--- config.mk ---
export PLATFORM = sky130hd
export DESIGN_NAME = avd_predictor
export DESIGN_NICKNAME = d
export VERILOG_FILES = /design/src/rtl/avd_pkg.sv /design/src/rtl/avd_ctrl.sv /design/src/rtl/avd_datapath.sv /design/src/rtl/avd_predictor.sv
export SDC_FILE = /design/constraint.sdc
export NUM_CORES = 2
export LEC_CHECK = 0
export ABC_AREA = 1
export BUFFER_PORTS_ARGS = -buffer_cell sky130_fd_sc_hd__buf_2
export CAP_MARGIN = 20
export CORE_MARGIN = 8
export CORE_UTILIZATION = 47
export CTS_CLUSTER_DIAMETER = 50
export DETAILED_ROUTE_END_ITERATION = 8
export MAX_ROUTING_LAYER = met4
export SYNTH_ARGS = -nofsm -noshare
export SYNTH_HDL_FRONTEND = slang
export SYNTH_SLANG_ARGS = --single-unit
export TNS_END_PERCENT = 20
--- constraint.sdc ---
create_clock -name clk -period 15.49 [get_ports clk]
set_clock_uncertainty 0.2 [all_clocks]
set_input_delay 0 -clock clk [delete_from_list [all_inputs] [get_ports clk]]
set_output_delay 0 -clock clk [all_outputs]
set_load 0.1 [all_outputs]
--- src/rtl/avd_pkg.sv ---
package avd_pkg;

  // Strobes issued by the control decision to the table datapath each cycle.
  typedef struct packed {
    logic bumpConf;     // hit with equal delta: raise confidence
    logic newDelta;     // hit with different delta: overwrite, clear confidence
    logic allocate;     // miss: claim a victim way
    logic predCapture;  // lookup qualifies: register a prediction
  } avdStrobes_t;

endpackage

--- src/rtl/avd_ctrl.sv ---
module avd_ctrl
  import avd_pkg::*;
#(
  parameter int CONF_W      = 2,
  parameter int CONF_THRESH = 2
) (
  input  logic              trainValid,
  input  logic              lookupValid,
  input  logic              trainHit,
  input  logic              trainMatch,
  input  logic              trainInRange,
  input  logic              lookupHit,
  input  logic [CONF_W-1:0] lookupConf,
  output avdStrobes_t       strobes
);

  localparam logic [CONF_W-1:0] THRESH = CONF_W'(CONF_THRESH);

  logic trainAccept;

  always_comb begin
    trainAccept         = trainValid && trainInRange;
    strobes.bumpConf    = trainAccept && trainHit && trainMatch;
    strobes.newDelta    = trainAccept && trainHit && !trainMatch;
    strobes.allocate    = trainAccept && !trainHit;
    strobes.predCapture = lookupValid && lookupHit && (lookupConf >= THRESH);
  end

endmodule

--- src/rtl/avd_datapath.sv ---
module avd_datapath
  import avd_pkg::*;
#(
  parameter int PC_W        = 32,
  parameter int ADDR_W      = 32,
  parameter int NUM_ENTRIES = 16,
  parameter int NUM_WAYS    = 4,
  parameter int MAX_DELTA   = 32767,
  parameter int CONF_W      = 2,
  parameter int CONF_THRESH = 2
) (
  input  logic              clk,
  input  logic              rst_n,
  input  logic [PC_W-1:0]   trainPc,
  input  logic [ADDR_W-1:0] trainAddr,
  input  logic [ADDR_W-1:0] trainData,
  input  logic [PC_W-1:0]   lookupPc,
  input  logic [ADDR_W-1:0] lookupAddr,
  input  avdStrobes_t       strobes,
  output logic              trainHit,
  output logic              trainMatch,
  output logic              trainInRange,
  output logic              lookupHit,
  output logic [CONF_W-1:0] lookupConf,
  output logic              predValid,
  output logic [ADDR_W-1:0] predValue
);

  localparam int NUM_SETS = NUM_ENTRIES / NUM_WAYS;
  localparam int SET_W    = $clog2(NUM_SETS);
  localparam int WAY_W    = $clog2(NUM_WAYS);
  localparam int DELTA_W  = $clog2(MAX_DELTA + 1) + 1;
  localparam logic [CONF_W-1:0] CONF_MAX = '1;
  localparam logic [WAY_W-1:0]  OLDEST   = WAY_W'(NUM_WAYS - 1);
  localparam logic signed [ADDR_W-1:0] LIMIT_HI = ADDR_W'(MAX_DELTA);
  localparam logic signed [ADDR_W-1:0] LIMIT_LO = -LIMIT_HI;

  // Table storage
  logic [NUM_WAYS-1:0] validMem [NUM_SETS];
  logic [PC_W-1:0]     tagMem   [NUM_SETS][NUM_WAYS];
  logic [DELTA_W-1:0]  deltaMem [NUM_SETS][NUM_WAYS];
  logic [CONF_W-1:0]   confMem  [NUM_SETS][NUM_WAYS];
  logic [WAY_W-1:0]    ageMem   [NUM_SETS][NUM_WAYS];

  logic [SET_W-1:0]          trainSet, lookupSet;
  logic signed [ADDR_W-1:0]  trainDiff;
  logic [DELTA_W-1:0]        trainDelta;
  logic [NUM_WAYS-1:0]       trainHitVec, lookupHitVec;
  logic [WAY_W-1:0]          trainWay, lookupWay, freeWay, oldestWay, victimWay, targetWay;
  logic [DELTA_W-1:0]        lookupDelta;
  logic [ADDR_W-1:0]         lookupPredicted;
  logic                      doWrite;

  assign trainSet     = trainPc[SET_W-1:0];
  assign lookupSet    = lookupPc[SET_W-1:0];
  assign trainDiff    = $signed(trainAddr - trainData);
  assign trainDelta   = trainDiff[DELTA_W-1:0];
  assign trainInRange = (trainDiff <= LIMIT_HI) && (trainDiff >= LIMIT_LO);

  // Per-way tag comparators for both ports
  for (genvar w = 0; w < NUM_WAYS; w++) begin : g_way
    assign trainHitVec[w]  = validMem[trainSet][w]  && (tagMem[trainSet][w]  == trainPc);
    assign lookupHitVec[w] = validMem[lookupSet][w] && (tagMem[lookupSet][w] == lookupPc);
  end

  // Way encoders and victim choice
  always_comb begin
    trainWay  = '0;
    lookupWay = '0;
    freeWay   = '0;
    oldestWay = '0;
    for (int w = 0; w < NUM_WAYS; w++) begin
      if (trainHitVec[w])  trainWay  = WAY_W'(w);
      if (lookupHitVec[w]) lookupWay = WAY_W'(w);
      if (ageMem[trainSet][w] == OLDEST) oldestWay = WAY_W'(w);
    end
    for (int w = NUM_WAYS - 1; w >= 0; w--) begin
      if (!validMem[trainSet][w]) freeWay = WAY_W'(w);
    end
    victimWay = (&validMem[trainSet]) ? oldestWay : freeWay;
    targetWay = strobes.allocate ? victimWay : trainWay;
  end

  assign trainHit   = |trainHitVec;
  assign trainMatch = deltaMem[trainSet][trainWay] == trainDelta;
  assign lookupHit  = |lookupHitVec;
  assign lookupConf = confMem[lookupSet][lookupWay];
  assign lookupDelta = deltaMem[lookupSet][lookupWay];
  assign lookupPredicted = lookupAddr -
         {{(ADDR_W - DELTA_W){lookupDelta[DELTA_W-1]}}, lookupDelta};
  assign doWrite = strobes.bumpConf || strobes.newDelta || strobes.allocate;

  always_ff @(posedge clk) begin
    if (!rst_n) begin
      for (int s = 0; s < NUM_SETS; s++) begin
        validMem[s] <= '0;
        for (int w = 0; w < NUM_WAYS; w++) begin
          tagMem[s][w]   <= '0;
          deltaMem[s][w] <= '0;
          confMem[s][w]  <= '0;
          ageMem[s][w]   <= WAY_W'(w);
        end
      end
      predValid <= 1'b0;
      predValue <= '0;
    end else begin
      if (strobes.bumpConf && (confMem[trainSet][targetWay] != CONF_MAX))
        confMem[trainSet][targetWay] <= confMem[trainSet][targetWay] + 1'b1;
      if (strobes.newDelta) begin
        deltaMem[trainSet][targetWay] <= trainDelta;
        confMem[trainSet][targetWay]  <= '0;
      end
      if (strobes.allocate) begin
        validMem[trainSet][targetWay] <= 1'b1;
        tagMem[trainSet][targetWay]   <= trainPc;
        deltaMem[trainSet][targetWay] <= trainDelta;
        confMem[trainSet][targetWay]  <= '0;
      end
      if (doWrite) begin
        for (int w = 0; w < NUM_WAYS; w++) begin
          if (WAY_W'(w) == targetWay)
            ageMem[trainSet][w] <= '0;
          else if (ageMem[trainSet][w] < ageMem[trainSet][targetWay])
            ageMem[trainSet][w] <= ageMem[trainSet][w] + 1'b1;
        end
      end
      predValid <= strobes.predCapture;
      predValue <= strobes.predCapture ? lookupPredicted : '0;
    end
  end


  write_in_range_chk: assert property (@(posedge clk) disable iff (!rst_n)
    (strobes.bumpConf || strobes.newDelta || strobes.allocate) |-> trainInRange);


  single_write_op_chk: assert property (@(posedge clk) disable iff (!rst_n)
    $onehot0({strobes.bumpConf, strobes.newDelta, strobes.allocate}));


  confident_capture_chk: assert property (@(posedge clk) disable iff (!rst_n)
    strobes.predCapture |-> (lookupHit && (lookupConf >= CONF_W'(CONF_THRESH))));


  quiet_value_chk: assert property (@(posedge clk) disable iff (!rst_n)
    !predValid |-> (predValue == '0));

endmodule

--- src/rtl/avd_predictor.sv ---
module avd_predictor
  import avd_pkg::*;
#(
  parameter int PC_W        = 32,
  parameter int ADDR_W      = 32,
  parameter int NUM_ENTRIES = 16,
  parameter int NUM_WAYS    = 4,
  parameter int MAX_DELTA   = 32767,
  parameter int CONF_W      = 2,
  parameter int CONF_THRESH = 2
) (
  input  logic              clk,
  input  logic              rst_n,
  input  logic              trainValid,
  input  logic [PC_W-1:0]   trainPc,
  input  logic [ADDR_W-1:0] trainAddr,
  input  logic [ADDR_W-1:0] trainData,
  input  logic              lookupValid,
  input  logic [PC_W-1:0]   lookupPc,
  input  logic [ADDR_W-1:0] lookupAddr,
  output logic              predValid,
  output logic [ADDR_W-1:0] predValue
);

  avdStrobes_t       strobes;
  logic              trainHit, trainMatch, trainInRange, lookupHit;
  logic [CONF_W-1:0] lookupConf;

  avd_ctrl #(
    .CONF_W      (CONF_W),
    .CONF_THRESH (CONF_THRESH)
  ) u_ctrl (
    .trainValid   (trainValid),
    .lookupValid  (lookupValid),
    .trainHit     (trainHit),
    .trainMatch   (trainMatch),
    .trainInRange (trainInRange),
    .lookupHit    (lookupHit),
    .lookupConf   (lookupConf),
    .strobes      (strobes)
  );

  avd_datapath #(
    .PC_W        (PC_W),
    .ADDR_W      (ADDR_W),
    .NUM_ENTRIES (NUM_ENTRIES),
    .NUM_WAYS    (NUM_WAYS),
    .MAX_DELTA   (MAX_DELTA),
    .CONF_W      (CONF_W),
    .CONF_THRESH (CONF_THRESH)
  ) u_datapath (
    .clk          (clk),
    .rst_n        (rst_n),
    .trainPc      (trainPc),
    .trainAddr    (trainAddr),
    .trainData    (trainData),
    .lookupPc     (lookupPc),
    .lookupAddr   (lookupAddr),
    .strobes      (strobes),
    .trainHit     (trainHit),
    .trainMatch   (trainMatch),
    .trainInRange (trainInRange),
    .lookupHit    (lookupHit),
    .lookupConf   (lookupConf),
    .predValid    (predValid),
    .predValue    (predValue)
  );


  pred_latency_chk: assert property (@(posedge clk) disable iff (!rst_n)
    predValid |-> $past(lookupValid));

endmodule

# Word level (Yosys, flattened, before mapping)
# Memories as Yosys holds them, arrays and structs flattened.
# Index checks and enable logic that the tools add are counted.
op_classes:
  n_lt_le_gt_ge: 13
  add_sub_neg: 7
  eq_ne: 16
  bitwise_logic: 87
  reduce_logical: 33
  muxes: 187
ops:
  columns: ["cell", "n"]
  rows:
  - ["two-way mux 128 bit", 3]
  - ["== test 32 bit", 8]
  - ["two-way mux 64 bit", 4]
  - ["OR reduction 128 bit", 1]
  - ["two-way mux 1 bit", 127]
  - ["bitwise OR 1 bit", 84]
  - ["two-way mux 16 bit", 5]
  - ["binary-select mux 16 bit (select 2 bit)", 2]
  - ["demux 32 bit (select 2 bit)", 1]
  - ["OR reduction 64 bit", 1]
  - ["subtractor 32 bit", 2]
  - ["two-way mux 2 bit", 28]
  - ["two-way mux 8 bit", 6]
  - ["demux 16 bit (select 2 bit)", 1]
  - [">= comparator 32 x 16 -> 1 bit, second input constant", 1]
  - ["<= comparator 32 x 16 -> 1 bit, second input constant", 1]
  - ["two-way mux 32 bit", 1]
  - ["logical AND 1 bit", 19]
  - ["== test 16 bit", 1]
  - ["two-way mux 4 bit", 4]
  - ["OR reduction 8 bit", 2]
  - ["binary-select mux 2 bit (select 2 bit)", 3]
  - ["OR reduction 4 bit", 3]
  - ["adder 2 x 1 -> 2 bit, second input constant", 5]
  - ["18 further kinds", 30]
totals:
  regBits: 33
  mem_bits_rw: 848
  memories: 5
  output_inout_bits: 33
mem_list:
  columns: ["name", "words", "width", "rd", "rd_ports_with_merged_regs", "wr", "line", "text"]
  rows:
  - ["u_datapath.tagMem", 4, 128, 2, 0, 4, "avd_datapath.sv:40", "logic [PC_W-1:0] tagMem [NUM_SETS][NUM_WAYS];"]
  - ["u_datapath.deltaMem", 4, 64, 2, 0, 4, "avd_datapath.sv:41", "logic [DELTA_W-1:0] deltaMem [NUM_SETS][NUM_WAYS];"]
  - ["u_datapath.ageMem", 4, 8, 1, 0, 4, "avd_datapath.sv:43", "logic [WAY_W-1:0] ageMem [NUM_SETS][NUM_WAYS];"]
  - ["u_datapath.confMem", 4, 8, 2, 0, 4, "avd_datapath.sv:42", "logic [CONF_W-1:0] confMem [NUM_SETS][NUM_WAYS];"]
  - ["u_datapath.validMem", 4, 4, 2, 0, 4, "avd_datapath.sv:39", "logic [NUM_WAYS-1:0] validMem [NUM_SETS];"]

# Logic depth before layout (Yosys ltp)
# An unclocked memory read counts as a cell.
logic_depth:
  ltp_word: 21
  ltp_mapped: 43
  ltp_nobuf: 40

# By module
# Synthesis repeated with hierarchy kept, for this count alone.
hier_totals:
  cells_unflattened: 6403
  area_unflattened_um2: 51854.7
by_module_without_submodules:
  columns: ["module", "cells_each", "area_per_inst_um2", "n_inst", "seq_area_each_um2"]
  rows:
  - ["avd_datapath", 6394, 51819.7, 1, 26125.1]
  - ["avd_ctrl", 9, 35.0, 1, 0.0]

# Least setup slack after synthesis
# Ideal clock, no wire load.
synth_timing:
  path_type: "input to register"
  from: "input port lookupPc[0]"
  to: "register u_datapath.predValue[26]"
  slack_ns: 9.946
  arrival_time_ns: 5.264
  n_path_buf: 9
  required_ns: 15.210
  cell_stages: 34
  cell_sequence: "buf_2 > inv_2 > buf_2 > buf_2 > buf_2 > clkbuf_1 > buf_2 > clkbuf_1 > clkbuf_1 > clkbuf_1 > nand2_1 > a221oi_1 > a211oi_1 > nor2_1 > ha_1 > inv_1 > fa_1 > nand3_1 > nand2_1 > a21boi_0 > o21ai_0 > a21boi_0 > o21ai_0 > a21boi_0 > o21ai_0 > inv_1 > o21ai_0 > nand3_1 > nand2_1 > nand2_1 > nand2_1 > a21o_1 > nand2_1 > nor3b_1"
synth_between:
  elab_chain_len: 13
  word_cells_on_any_way: 28
  cone_classes: "add/sub (1); order compare (1); eq/ne (4); mux (9); bitwise (1); reduce/logical (8); memory (4)"
synth_rtl:
  columns: ["item", "line", "text"]
  rows:
  - ["start, declared", "avd_predictor.sv:19", "input logic [PC_W-1:0] lookupPc,"]
  - ["parallel branches: the longest is 13 deep, another holds memory read (4 x 128 bit)", null, null]
  - ["end signal, assigned", "avd_datapath.sv:128", "predValue <= strobes.predCapture ? lookupPredicted : '0;"]
  - ["end, declared", "avd_datapath.sv:26", "output logic [ADDR_W-1:0] predValue"]
# Several ways; the timed one is not identified. The select of a mux whose other input is x is not followed.
# A chain may end at the register's enable or synchronous reset.

# Final worst setup path
layout_timing:
  from: "input port lookupPc[0]"
  to: "register u_datapath.predValue[24]"
# The elaborated chain is that of the path after synthesis.

==> summary.txt <==
run status - finished, violations left
failing checks - design-rule violations
largest net degree at the start of global routing - 149
Site Rows - 124
first-pass GRT wire length - 310000 um
library cells used by synthesis - 63
Static Leakage - 26.1 nW
worst path arrival time - 9480 ps
Num CTS Buffers - 117
reg2reg path depth - 34
R2R setup slack - 7240 ps
number of global-route vias before repair - 47500
# DRC - 1
CTS Hold Buffers Added - 95
Sum Neg Setup Slack - 0 ps
Skew-Pair Late Insertion Delay - 730 ps
initial DRC count - 6449
Routed WL per cell - 25.0 um
postcts setup bufs - 0
Max Clk Rate - 110 MHz
CP max-delay cell - buf_4
Synth area leaders - edfxtp_1 (48%), nand2_1 (13%), nor2_1 (9.6%)
Setup violations, final - 0
largest area contributor in the netlist - edfxtp_1
Worst Tran Pin Value - 1120 ps
PortBufs - 196
gr usage total - 0.337
Clk Tree Root Cell - clkbuf_16
register area - 26100 um^2
die area - 125000 um^2
Peak VDD IR - 0.0896 mV
global placement routability congestion - 1.08
Min Clock Period, post-route - 9090 ps
syn_area_per_cell - 7.80 um^2
Reg2Reg Capture Point - u_datapath.predValue[24]$_SDFF_PN0_
initial antenna violation count - 4
Core Area - 114000 um^2
Post-DRT Antenna Nets - 0
Pwr per Cell Area - 110 nW/um^2
crit share post-route - 0.587
fillers - 10800
CTS clock-pin slew for the worst setup and hold paths - 60 ps
Ys Warns - 0
Hold Path Class - in2reg
H-tree depth - 3
chip height - 353 um
DP Worst Slack - 7070 ps
via count - 50600
Final WS setup - 6400 ps
Mapped Cells - 6865
post_cts resized - 0
DR vias/cell - 5.91
async set or reset register ratio after synthesis - 0
non-filler cells, final - 8574
Clock Tree Buf Depth - 3
r2r startpoint - u_datapath.tagMem[2][0]$_SDFFCE_PN0P_
CP startpoint - lookupPc[0]
cell area after synthesis - 53500 um^2
Main synth FF type - edfxtp_1
Nets - 7191
Critical Path Fanout Max - 148
Max stage delay on crit path - 870 ps
grt total ovfl - 0
proportion of layout cells with a drive suffix above 1 - 0.0836
hpwl dp - 145000 um
total wire length - 214000 um
CTS tree - done
worst endpoint required time - 15880 ps
most frequent cells in the layout - nand2_1 (1807), nor2_1 (1371), edfxtp_1 (848), inv_1 (489), a21oi_1 (389)
Slew HR - 0.250
num ports - 197
Sink Count - 881
Starting Density - 0.471
WHS - 18.8 ps
CP Launch Type - primary input
Critical Path Sink Type - flip-flop
RSZ-0062 raised after global routing - false
max-slew violations - 0
final hold vios - 0
DR pass1 iterations - 9
sequential fraction of the synthesis area - 0.488
number of synthesized flops with an enable pin - 848
placed cells - 8257
Setup CP Type - in2reg
die width - 353 um
Max-cap violations - 0
CP Capture Point - u_datapath.predValue[24]$_SDFF_PN0_
most common cell after layout, fill and taps aside - nand2_1
Multi-input gate area - 23500 um^2
Area Growth Syn to Fin - 12.1%
#FFs+latches synth - 881
post-synth top area share - 0.476
[registers in the layout, indices dropped and copies added, names as in the netlist]
signal / count
u_datapath.validMem: 16
u_datapath.confMem: 32
u_datapath.predValid: 1
u_datapath.predValue: 32
u_datapath.tagMem: 512
u_datapath.deltaMem: 256
u_datapath.ageMem: 32
[area by class of cell]
cell class | count | area share
clock buffers | 146 | 0.0517
inverters | 531 | 0.0335
repair buffers | 374 | 0.0434
multi-input cells | 5054 | 0.392
well taps | 1512 | 0.0315
flip-flops and latches | 881 | 0.435
diodes | 1 | 0.0000417
clock inverters | 75 | 0.0130
[critical path: cells and delay by family]
family | cells | cell delay, ps
XOR/XNOR | 1 | 210
AO/OA/AOI/OAI | 11 | 2730
buffers and inverters | 10 | 3510
adder cells (fa/ha/maj) | 2 | 420
AND/OR/NAND/NOR | 15 | 2260
[worst min-delay path by stage]
stage | to | depth (start not counted) | start
final | u_datapath.deltaMem[2][33]$_SDFFCE_PN0P_ | 5 | trainAddr[1]
after global placement | u_datapath.predValue[31]$_SDFF_PN0_ | 4 | lookupAddr[31]
after floorplan | u_datapath.predValue[31]$_SDFF_PN0_ | 3 | lookupAddr[31]
after global routing | u_datapath.tagMem[0][54]$_SDFFCE_PN0P_ | 4 | trainPc[22]
after detailed placement | u_datapath.predValue[31]$_SDFF_PN0_ | 4 | lookupAddr[31]
after CTS | u_datapath.tagMem[1][113]$_SDFFCE_PN0P_ | 4 | trainPc[17]
[layer usage]
metal | track usage | part of all wire | vias up
li1 | - | - | 23200
met1 | 0.427 | 0.39 | 23900
met2 | 0.522 | 0.45 | 2979
met3 | 0.0561 | 0.097 | 609
met4 | 0.177 | 0.063 | 0
met5 | - | 0 | -
[per-stage QoR]
step / util / power [W] / area, um^2
6_report: 0.528 / 0.00657 / 60000
3_3_place_gp: 0.486 / 0.00383 / 55200
2_1_floorplan: - / 0.00343 / 53600
5_1_grt: 0.528 / 0.00677 / 60000
4_1_cts: 0.528 / 0.00656 / 60000
3_5_place_dp: 0.486 / 0.00383 / 55200
[logic make-up after synthesis]
kind of cell / share of synthesized area
AND/OR/NAND/NOR: 0.296
AO/OA/AOI/OAI: 0.116
buffers and inverters: 0.0745
flip-flops: 0.488
adder cells (fa/ha/maj): 0.0162
XOR/XNOR: 0.00933
other: 0.0000701
[cell usage after synthesis (18+ instances only)]
| library cell | n |
|---|---|
| nand3_1 | 371 |
| o211ai_1 | 25 |
| inv_1 | 489 |
| nor3_1 | 41 |
| a211oi_1 | 21 |
| a21oi_1 | 389 |
| buf_2 | 135 |
| o21ai_0 | 325 |
| ha_1 | 66 |
| or2_2 | 33 |
| dfxtp_1 | 33 |
| a221oi_1 | 25 |
| buf_1 | 31 |
| nand4_1 | 108 |
| o22ai_1 | 123 |
| buf_4 | 18 |
| nor2_1 | 1371 |
| a22oi_1 | 72 |
| nor4_1 | 18 |
| buf_6 | 25 |
| o21ai_1 | 21 |
| xor2_1 | 49 |
| nand2_1 | 1811 |
| inv_2 | 32 |
| clkbuf_1 | 204 |
| edfxtp_1 | 848 |
[power breakdown]
group / switching (W) / leakage (nW) / total [W] / internal, W
Combinational: 0.000797 / 15.4 / 0.00109 / 0.000297
Sequential: 0.0000457 / 8.81 / 0.00275 / 0.00270
Clock: 0.00110 / 1.87 / 0.00273 / 0.00163
Total: 0.00195 / 26.1 / 0.00657 / 0.00463
(Power assumes the default switching activity.)
